$ cat src/rtl/mpr_pkg.sv
package mpr_pkg;

    typedef enum logic [2:0] {
        RX_IDLE,
        RX_START,
        RX_DATA,
        RX_EXTRA,
        RX_STOP
    } rx_state_e;

    typedef enum logic [1:0] {
        SRC_INT_QUIET = 2'b00,
        SRC_INT_DRIVE = 2'b01,
        SRC_EXT_A     = 2'b10,
        SRC_EXT_B     = 2'b11
    } clk_src_e;

endpackage

$ cat src/rtl/mpr_clk_src.sv
module mpr_clk_src
    import mpr_pkg::*;
#(
    parameter int OSR         = 16,
    parameter int SYNC_STAGES = 2
) (
    input  logic       clk,
    input  logic       rst_n,
    input  logic [1:0] clk_sel,
    input  logic       int_tick,
    input  logic       ext_clk,
    output logic       tick,
    output logic       sck_out,
    output logic       sck_oe
);
    localparam int DIV_W = $clog2(OSR);

    logic [SYNC_STAGES:0] ext_sh;
    logic [DIV_W-1:0]     div_q;
    logic                 ext_edge;
    logic                 use_ext;
    logic                 drive_pin;

    // synchroniser plus one history stage for edge detection
    always_ff @(posedge clk or negedge rst_n) begin
        if (!rst_n) begin
            ext_sh <= '0;
        end else begin
            ext_sh <= {ext_sh[SYNC_STAGES-1:0], ext_clk};
        end
    end

    assign ext_edge = ext_sh[SYNC_STAGES-1] & ~ext_sh[SYNC_STAGES];

    // free-running divider of internal ticks: top bit is the bit-rate clock
    always_ff @(posedge clk or negedge rst_n) begin
        if (!rst_n) begin
            div_q <= '0;
        end else if (int_tick) begin
            div_q <= div_q + 1'b1;
        end
    end

    always_comb begin
        use_ext   = 1'b0;
        drive_pin = 1'b0;
        unique case (clk_src_e'(clk_sel))
            SRC_INT_QUIET: begin use_ext = 1'b0; drive_pin = 1'b0; end
            SRC_INT_DRIVE: begin use_ext = 1'b0; drive_pin = 1'b1; end
            SRC_EXT_A:     begin use_ext = 1'b1; drive_pin = 1'b0; end
            SRC_EXT_B:     begin use_ext = 1'b1; drive_pin = 1'b0; end
            default:       begin use_ext = 1'b0; drive_pin = 1'b0; end
        endcase
    end

    assign tick    = use_ext ? ext_edge : int_tick;
    assign sck_oe  = drive_pin;
    assign sck_out = drive_pin & div_q[DIV_W-1];

endmodule

$ cat src/rtl/mpr_line_sync.sv
module mpr_line_sync #(
    parameter int STAGES = 2
) (
    input  logic clk,
    input  logic rst_n,
    input  logic d,
    output logic q
);
    logic [STAGES-1:0] sh;

    generate
        if (STAGES == 1) begin : g_one
            always_ff @(posedge clk or negedge rst_n) begin
                if (!rst_n) sh <= '1;
                else        sh <= d;
            end
        end else begin : g_many
            always_ff @(posedge clk or negedge rst_n) begin
                if (!rst_n) sh <= '1;
                else        sh <= {sh[STAGES-2:0], d};
            end
        end
    endgenerate

    assign q = sh[STAGES-1];

endmodule

$ cat src/rtl/mpr_rx_fsm.sv
module mpr_rx_fsm
    import mpr_pkg::*;
#(
    parameter int DATA_W = 8,
    parameter int OSR    = 16
) (
    input  logic              clk,
    input  logic              rst_n,
    input  logic              tick,
    input  logic              line,
    input  logic              rx_en,
    input  logic              extra_en,
    output logic              done,
    output logic [DATA_W-1:0] shreg,
    output logic              extra_bit,
    output logic              stop_ok
);
    localparam int CW = $clog2(OSR);
    localparam int BW = (DATA_W > 1) ? $clog2(DATA_W) : 1;
    localparam logic [CW-1:0] CNT_LAST = CW'(OSR - 1);
    localparam logic [CW-1:0] CNT_MID  = CW'(OSR / 2 - 1);
    localparam logic [BW-1:0] BIT_LAST = BW'(DATA_W - 1);

    rx_state_e         state_q, state_n;
    logic [CW-1:0]     cnt_q, cnt_n;
    logic [BW-1:0]     bidx_q, bidx_n;
    logic [DATA_W-1:0] sh_q, sh_n;
    logic              ex_q, ex_n;
    logic              stop_q, stop_n;
    logic              done_q, done_n;

    // state register
    always_ff @(posedge clk or negedge rst_n) begin
        if (!rst_n) begin
            state_q <= RX_IDLE;
            cnt_q   <= '0;
            bidx_q  <= '0;
            sh_q    <= '0;
            ex_q    <= 1'b0;
            stop_q  <= 1'b1;
            done_q  <= 1'b0;
        end else begin
            state_q <= state_n;
            cnt_q   <= cnt_n;
            bidx_q  <= bidx_n;
            sh_q    <= sh_n;
            ex_q    <= ex_n;
            stop_q  <= stop_n;
            done_q  <= done_n;
        end
    end

    // next state and outputs
    always_comb begin
        state_n = state_q;
        cnt_n   = cnt_q;
        bidx_n  = bidx_q;
        sh_n    = sh_q;
        ex_n    = ex_q;
        stop_n  = stop_q;
        done_n  = 1'b0;

        if (!rx_en) begin
            state_n = RX_IDLE;
            cnt_n   = '0;
        end else if (tick) begin
            unique case (state_q)
                RX_IDLE: begin
                    if (!line) begin
                        state_n = RX_START;
                        cnt_n   = CW'(1);
                    end
                end
                RX_START: begin
                    if (cnt_q == CNT_MID) begin
                        cnt_n   = '0;
                        bidx_n  = '0;
                        state_n = line ? RX_IDLE : RX_DATA;
                    end else begin
                        cnt_n = cnt_q + 1'b1;
                    end
                end
                RX_DATA: begin
                    if (cnt_q == CNT_LAST) begin
                        cnt_n = '0;
                        sh_n  = {line, sh_q[DATA_W-1:1]};
                        if (bidx_q == BIT_LAST) begin
                            state_n = extra_en ? RX_EXTRA : RX_STOP;
                        end else begin
                            bidx_n = bidx_q + 1'b1;
                        end
                    end else begin
                        cnt_n = cnt_q + 1'b1;
                    end
                end
                RX_EXTRA: begin
                    if (cnt_q == CNT_LAST) begin
                        cnt_n   = '0;
                        ex_n    = line;
                        state_n = RX_STOP;
                    end else begin
                        cnt_n = cnt_q + 1'b1;
                    end
                end
                RX_STOP: begin
                    if (cnt_q == CNT_LAST) begin
                        cnt_n   = '0;
                        stop_n  = line;
                        done_n  = 1'b1;
                        state_n = RX_IDLE;
                    end else begin
                        cnt_n = cnt_q + 1'b1;
                    end
                end
                default: begin
                    state_n = RX_IDLE;
                    cnt_n   = '0;
                end
            endcase
        end
    end

    assign done      = done_q;
    assign shreg     = sh_q;
    assign extra_bit = ex_q;
    assign stop_ok   = stop_q;

endmodule

$ cat src/rtl/mpr_result.sv
module mpr_result #(
    parameter int DATA_W = 8
) (
    input  logic              clk,
    input  logic              rst_n,
    input  logic              done,
    input  logic [DATA_W-1:0] shreg,
    input  logic              extra_bit,
    input  logic              stop_ok,
    input  logic              mp_mode,
    input  logic              parity_en,
    input  logic              parity_odd,
    input  logic              mp_wait_set,
    input  logic              ack_full,
    input  logic              ack_frm,
    input  logic              ack_par,
    input  logic              ack_ovr,
    output logic [DATA_W-1:0] rx_data,
    output logic              full,
    output logic              frm_err,
    output logic              par_err,
    output logic              ovr_err,
    output logic              mp_bit,
    output logic              mp_wait
);
    logic discard;
    logic accept;
    logic wake;
    logic par_bad;

    assign discard = mp_mode & mp_wait & ~extra_bit;
    assign accept  = done & ~discard;
    assign wake    = accept & mp_mode & mp_wait;
    assign par_bad = parity_en & ~mp_mode & ((^shreg) ^ extra_bit ^ parity_odd);

    always_ff @(posedge clk or negedge rst_n) begin
        if (!rst_n) begin
            rx_data <= '0;
            full    <= 1'b0;
            frm_err <= 1'b0;
            par_err <= 1'b0;
            ovr_err <= 1'b0;
            mp_bit  <= 1'b0;
            mp_wait <= 1'b0;
        end else begin
            if (ack_full) full    <= 1'b0;
            if (ack_frm)  frm_err <= 1'b0;
            if (ack_par)  par_err <= 1'b0;
            if (ack_ovr)  ovr_err <= 1'b0;
            if (wake)        mp_wait <= 1'b0;
            if (mp_wait_set) mp_wait <= 1'b1;
            if (accept) begin
                if (full) begin
                    ovr_err <= 1'b1;
                end else begin
                    rx_data <= shreg;
                    full    <= 1'b1;
                    if (!stop_ok) frm_err <= 1'b1;
                    if (par_bad)  par_err <= 1'b1;
                    if (mp_mode)  mp_bit  <= extra_bit;
                end
            end
        end
    end

endmodule

$ cat src/rtl/mp_uart_rx.sv
module mp_uart_rx #(
    parameter int DATA_W      = 8,
    parameter int OSR         = 16,
    parameter int SYNC_STAGES = 2
) (
    input  logic              clk,
    input  logic              rst_n,
    input  logic [1:0]        clk_sel,
    input  logic              int_tick,
    input  logic              ext_clk,
    output logic              sck_out,
    output logic              sck_oe,
    input  logic              rx_en,
    input  logic              rx_line,
    input  logic              mp_mode,
    input  logic              parity_en,
    input  logic              parity_odd,
    input  logic              mp_wait_set,
    input  logic              ack_full,
    input  logic              ack_frm,
    input  logic              ack_par,
    input  logic              ack_ovr,
    output logic [DATA_W-1:0] rx_data,
    output logic              full,
    output logic              frm_err,
    output logic              par_err,
    output logic              ovr_err,
    output logic              mp_bit,
    output logic              mp_wait
);
    logic              tick;
    logic              line_s;
    logic              done;
    logic [DATA_W-1:0] shreg;
    logic              extra_bit;
    logic              stop_ok;

    mpr_clk_src #(.OSR(OSR), .SYNC_STAGES(SYNC_STAGES)) u_src (
        .clk      (clk),
        .rst_n    (rst_n),
        .clk_sel  (clk_sel),
        .int_tick (int_tick),
        .ext_clk  (ext_clk),
        .tick     (tick),
        .sck_out  (sck_out),
        .sck_oe   (sck_oe)
    );

    mpr_line_sync #(.STAGES(SYNC_STAGES)) u_sync (
        .clk   (clk),
        .rst_n (rst_n),
        .d     (rx_line),
        .q     (line_s)
    );

    mpr_rx_fsm #(.DATA_W(DATA_W), .OSR(OSR)) u_fsm (
        .clk       (clk),
        .rst_n     (rst_n),
        .tick      (tick),
        .line      (line_s),
        .rx_en     (rx_en),
        .extra_en  (mp_mode | parity_en),
        .done      (done),
        .shreg     (shreg),
        .extra_bit (extra_bit),
        .stop_ok   (stop_ok)
    );

    mpr_result #(.DATA_W(DATA_W)) u_res (
        .clk         (clk),
        .rst_n       (rst_n),
        .done        (done),
        .shreg       (shreg),
        .extra_bit   (extra_bit),
        .stop_ok     (stop_ok),
        .mp_mode     (mp_mode),
        .parity_en   (parity_en),
        .parity_odd  (parity_odd),
        .mp_wait_set (mp_wait_set),
        .ack_full    (ack_full),
        .ack_frm     (ack_frm),
        .ack_par     (ack_par),
        .ack_ovr     (ack_ovr),
        .rx_data     (rx_data),
        .full        (full),
        .frm_err     (frm_err),
        .par_err     (par_err),
        .ovr_err     (ovr_err),
        .mp_bit      (mp_bit),
        .mp_wait     (mp_wait)
    );

endmodule

$ cat config.mk
export PLATFORM = sky130hd
export DESIGN_NAME = mp_uart_rx
export DESIGN_NICKNAME = d
export VERILOG_FILES = /design/src/rtl/mpr_pkg.sv /design/src/rtl/mpr_clk_src.sv /design/src/rtl/mpr_line_sync.sv /design/src/rtl/mpr_rx_fsm.sv /design/src/rtl/mpr_result.sv /design/src/rtl/mp_uart_rx.sv
export SDC_FILE = /design/constraint.sdc
export NUM_CORES = 1
export LEC_CHECK = 0
export BUFFER_PORTS_ARGS = -buffer_cell sky130_fd_sc_hd__buf_2
export CAP_MARGIN = 20
export CORE_MARGIN = 4
export CORE_UTILIZATION = 56
export CTS_CLUSTER_DIAMETER = 40
export DETAILED_ROUTE_END_ITERATION = 7
export PLACE_DENSITY = 0.79
export SKIP_LAST_GASP = 1
export SLEW_MARGIN = 20
export SYNTH_ARGS = -nofsm -noshare
export SYNTH_HDL_FRONTEND = slang
export SYNTH_HIERARCHICAL = 1
export SYNTH_SLANG_ARGS = --single-unit
$ cat constraint.sdc
create_clock -name clk -period 2.3 [get_ports clk]
set_clock_uncertainty 0.1 [all_clocks]
set_input_delay 0.115 -clock clk [delete_from_list [all_inputs] [get_ports clk]]
set_output_delay 0.115 -clock clk [all_outputs]
set_load 0.05 [all_outputs]
==> impl_metrics.yaml <==
place:
  gp_congestion: 0.828
  placedCellCount: 251
  post-dp-hpwl_mm: 2.72
  portBuffers: 31
routing:
  vias: 1432
  via_per_inst: 5.34
  drtAntennaViolNets: 0
  drt_iter0_drc: 86
  drt_wl_total_mm: 3.94
  route.detailed.drc: 0
  wl_per_cell_um: 14.7
  drtPass1Iterations: 4
setup_path:
  crit_path_end_kind: "register"
  rrSetupSlack_ns: 0.26
  timing.rr.start: "u_fsm/bidx_q[0]$_DFFE_PN0P_"
  worstPathMaxFanout: 3
  critPathArrivalTime_ns: 2.12
  cp-start-kind: "register"
  critPathTopFamily: "adder cells"
  cp_slowest_stage_delay_ns: 0.41
  r2r_cells: 5
  worstSetupPathType: "register to register"
  cp_data_required_time_ns: 2.38
  worst-path-stages: 5
  r2r-end: "u_fsm/bidx_q[0]$_DFFE_PN0P_"
  path_cells: "ha_1 -> ha_1 -> o32a_2 -> nor3_2 -> mux2_2"
  cp_common_cell: "ha_1"
  slowest_stage: "dfrtp_1"
  worst-path-buf-inv: 0
clock_tree:
  cts_root_buf: "clkbuf_8"
  cts_inserted_buffers: 5
  cts.repair.resized: 0
  clkLatencyLatePin_ns: 0.29
  clkTransAtPathRegs_ns: 0.08
  cts_tree: "built"
  post-cts-setup-buffers: 0
  htree_levels: 2
  cts.sinks: 44
  clockBufferDepth: 2
floorplan:
  io_pins: 32
  core_um2: 3660
  die_area_um2: 4810
  rows: 22
  initial_utilization: 0.576
  dieHeight_um: 69.4
  die_x_um: 69.4
power_and_ir_drop:
  intPower_w: 0.00135
  leakage_nw: 1.19
  p_clk_frac: 0.396
  switching_power_w: 0.000389
  peakVddDrop_uv: 777
  combPwrFrac: 0.108
  power_switching_share: 0.224
  power_w: 0.00174
  power.density_nw_per_um2: 691
  power_frac_seq: 0.495
global_routing:
  grt_pass1_vias: 1519
  grt_overflow: 0
  track_usage: 0.179
  antenna_found_initial: 0
  grt_first_pass_wirelength_mm: 7.04
  grt_max_degree: 45
layout:
  num-fill-cells: 252
  nets: 239
  area_growth_pct: 19.3
  diodes: 0
  post_layout_nonfiller_instances: 268
  final_util: 0.687
  drive_gt1_frac: 0.323
synthesis:
  yosysSeqAreaShare: 0.524
  async_reset_ff_frac: 1.00
  ys_ff_latch: 44
  syn-cell-area_um2: 2110
  synthCells: 176
  syn_avg_cell_area_um2: 12.0
  synth_area_leaders: "dfrtp_1 (49%), mux2_2 (11%), dfstp_2 (3.7%)"
  yosysTopAreaCell: "dfrtp_1"
  synth_fp_nets: 196
  ys_types: 40
  yosysWarnings: 6
  synth.top_cell.area_share: 0.487
  ys.flop_type: "dfrtp_1"
  synth_enable_flop_cells: 0
sta:
  fin_setup_tns_ns: 0
  rsz0062_at_grt: "false"
  slew_violations: 0
  worst_slew_pin_slew_ns: 0.937
  max_freq_mhz: 490
  setup_viol: 0
  layout_min_cycle_time_ns: 2.04
  fin_crit_sh: 0.888
  final_hold_viol_count: 0
  relSlewSlack: 0.375
hold_path:
  worstHoldStart: "parity_en"
  hold_class: "primary input to register"
  min_path_cells: 3
  holdPathEnd: "u_res/par_err$_DFF_PN0_"
outcome:
  status: "completed"
run:
  max_cap_viol_count: 0
per-layer routing:
layer / track usage / wire (µm)
met1: 0.232 / 1790
met2: 0.283 / 1880
met3: 0.0435 / 211
met4: 0.0824 / 58
met5: 0 / 0
cell usage after synthesis (all sizes together) (2+ instances only):
cell type	instances
dfrtp	41
mux2	20
nand2	15
inv	13
xnor2	8
nand3	7
nor2	7
mux2i	6
buf	5
o21ai	5
ha	4
nand2b	4
nand4	4
o22ai	4
dfstp	3
o31ai	3
a21o	2
a21oi	2
nand3b	2
nor2b	2
xor2	2
worst max path at each step:
stage / to / startpoint / slack (ns)
6_report: u_fsm/bidx_q[0]$_DFFE_PN0P_ / u_fsm/bidx_q[0]$_DFFE_PN0P_ / 0.26
5_1_grt: u_fsm/bidx_q[0]$_DFFE_PN0P_ / u_fsm/bidx_q[0]$_DFFE_PN0P_ / 0.19
4_1_cts: u_fsm/bidx_q[0]$_DFFE_PN0P_ / u_fsm/bidx_q[0]$_DFFE_PN0P_ / 0.27
3_5_place_dp: u_fsm/bidx_q[0]$_DFFE_PN0P_ / u_fsm/bidx_q[0]$_DFFE_PN0P_ / 0.29
3_3_place_gp: u_fsm/bidx_q[0]$_DFFE_PN0P_ / u_fsm/bidx_q[0]$_DFFE_PN0P_ / 0.35
2_1_floorplan: u_fsm/bidx_q[0]$_DFFE_PN0P_ / u_fsm/bidx_q[0]$_DFFE_PN0P_ / 0.38
through the flow:
step	hold WS (ns)	cell area, µm²	setup WS (ns)
final	0.0264	2520	0.258
after global routing	0.0430	2520	0.193
after CTS	0.0226	2520	0.267
after detailed placement	0.124	2290	0.285
after global placement	0.120	2290	0.355
after floorplan	-0.281	2110	0.381
tightest hold or removal path: cells and delay by family:
| family | cells | cell delay [ns] |
|---|---|---|
| AO/OA/AOI/OAI | 1 | 0.08 |
| AND/OR/NAND/NOR | 1 | 0.09 |
| buffers and inverters | 1 | 0.11 |
state kept, by name, indices dropped and copies added, names as in the netlist:
register / flops
u_sync/sh: 2
u_fsm/cnt_q: 4
u_res/par_err: 1
u_fsm/shreg: 8
u_fsm/extra_bit: 1
u_fsm/state_q: 3
u_res/frm_err: 1
u_src/ext_sh: 3
u_res/mp_bit: 1
u_res/rx_data: 8
u_fsm/stop_ok: 1
u_fsm/bidx_q: 3
u_res/full: 1
u_res/ovr_err: 1
u_fsm/done: 1
u_res/mp_wait: 1
u_src/div_q: 4
timing repair:
item                                    4_1_cts  5_1_grt
endpoints found under the setup margin        0        0
hold endpoints to repair                     49        0
hold buffers                                  9        0
cell usage in the layout (no fill, tap or decap), types with 2 or more instances in the layout:
cell type / count
a21oi_1: 2
mux2i_1: 6
xnor2_1: 8
dlygate4sd3_1: 9
a21o_1: 2
buf_2: 31
bufinv_16: 2
nand2b_1: 4
o31ai_1: 3
inv_1: 13
xor2_1: 2
nand2_1: 15
o21ai_0: 5
ha_1: 4
clkbuf_8: 5
nand4_1: 4
o22ai_1: 4
nor2b_1: 2
dfstp_2: 3
nor2_1: 6
dfrtp_1: 41
mux2_2: 20
nand3b_1: 2
nand3_1: 7
power groups by stage:
stage	logic [W]	clock network (W)	registers, W
floorplan	0.000135	0	0.000863
global placement	0.000171	0	0.000873
detailed placement	0.000178	0	0.000876
CTS	0.000191	0.000704	0.000862
global route	0.000215	0.000732	0.000870
finish	0.000188	0.000689	0.000861
cell type report:
type	count	area, µm²	share of cell area
clock inverter	2	60.1	0.0239
tap	48	60.1	0.0239
clock buffer	6	72.6	0.0288
sequential	44	1100	0.439
multi-input combinational	114	917	0.364
timing repair buffer	41	253	0.100
inverter	13	48.8	0.0194
cells by family after synthesis:
logic type,share of synthesized area
XOR/XNOR,0.0522
flip-flops,0.524
multiplexers,0.135
adder cells (fa/ha/maj),0.0237
AND/OR/NAND/NOR,0.126
buffers and inverters,0.0409
AO/OA/AOI/OAI,0.0979
No activity file was read; power rests on OpenSTA's default activity.
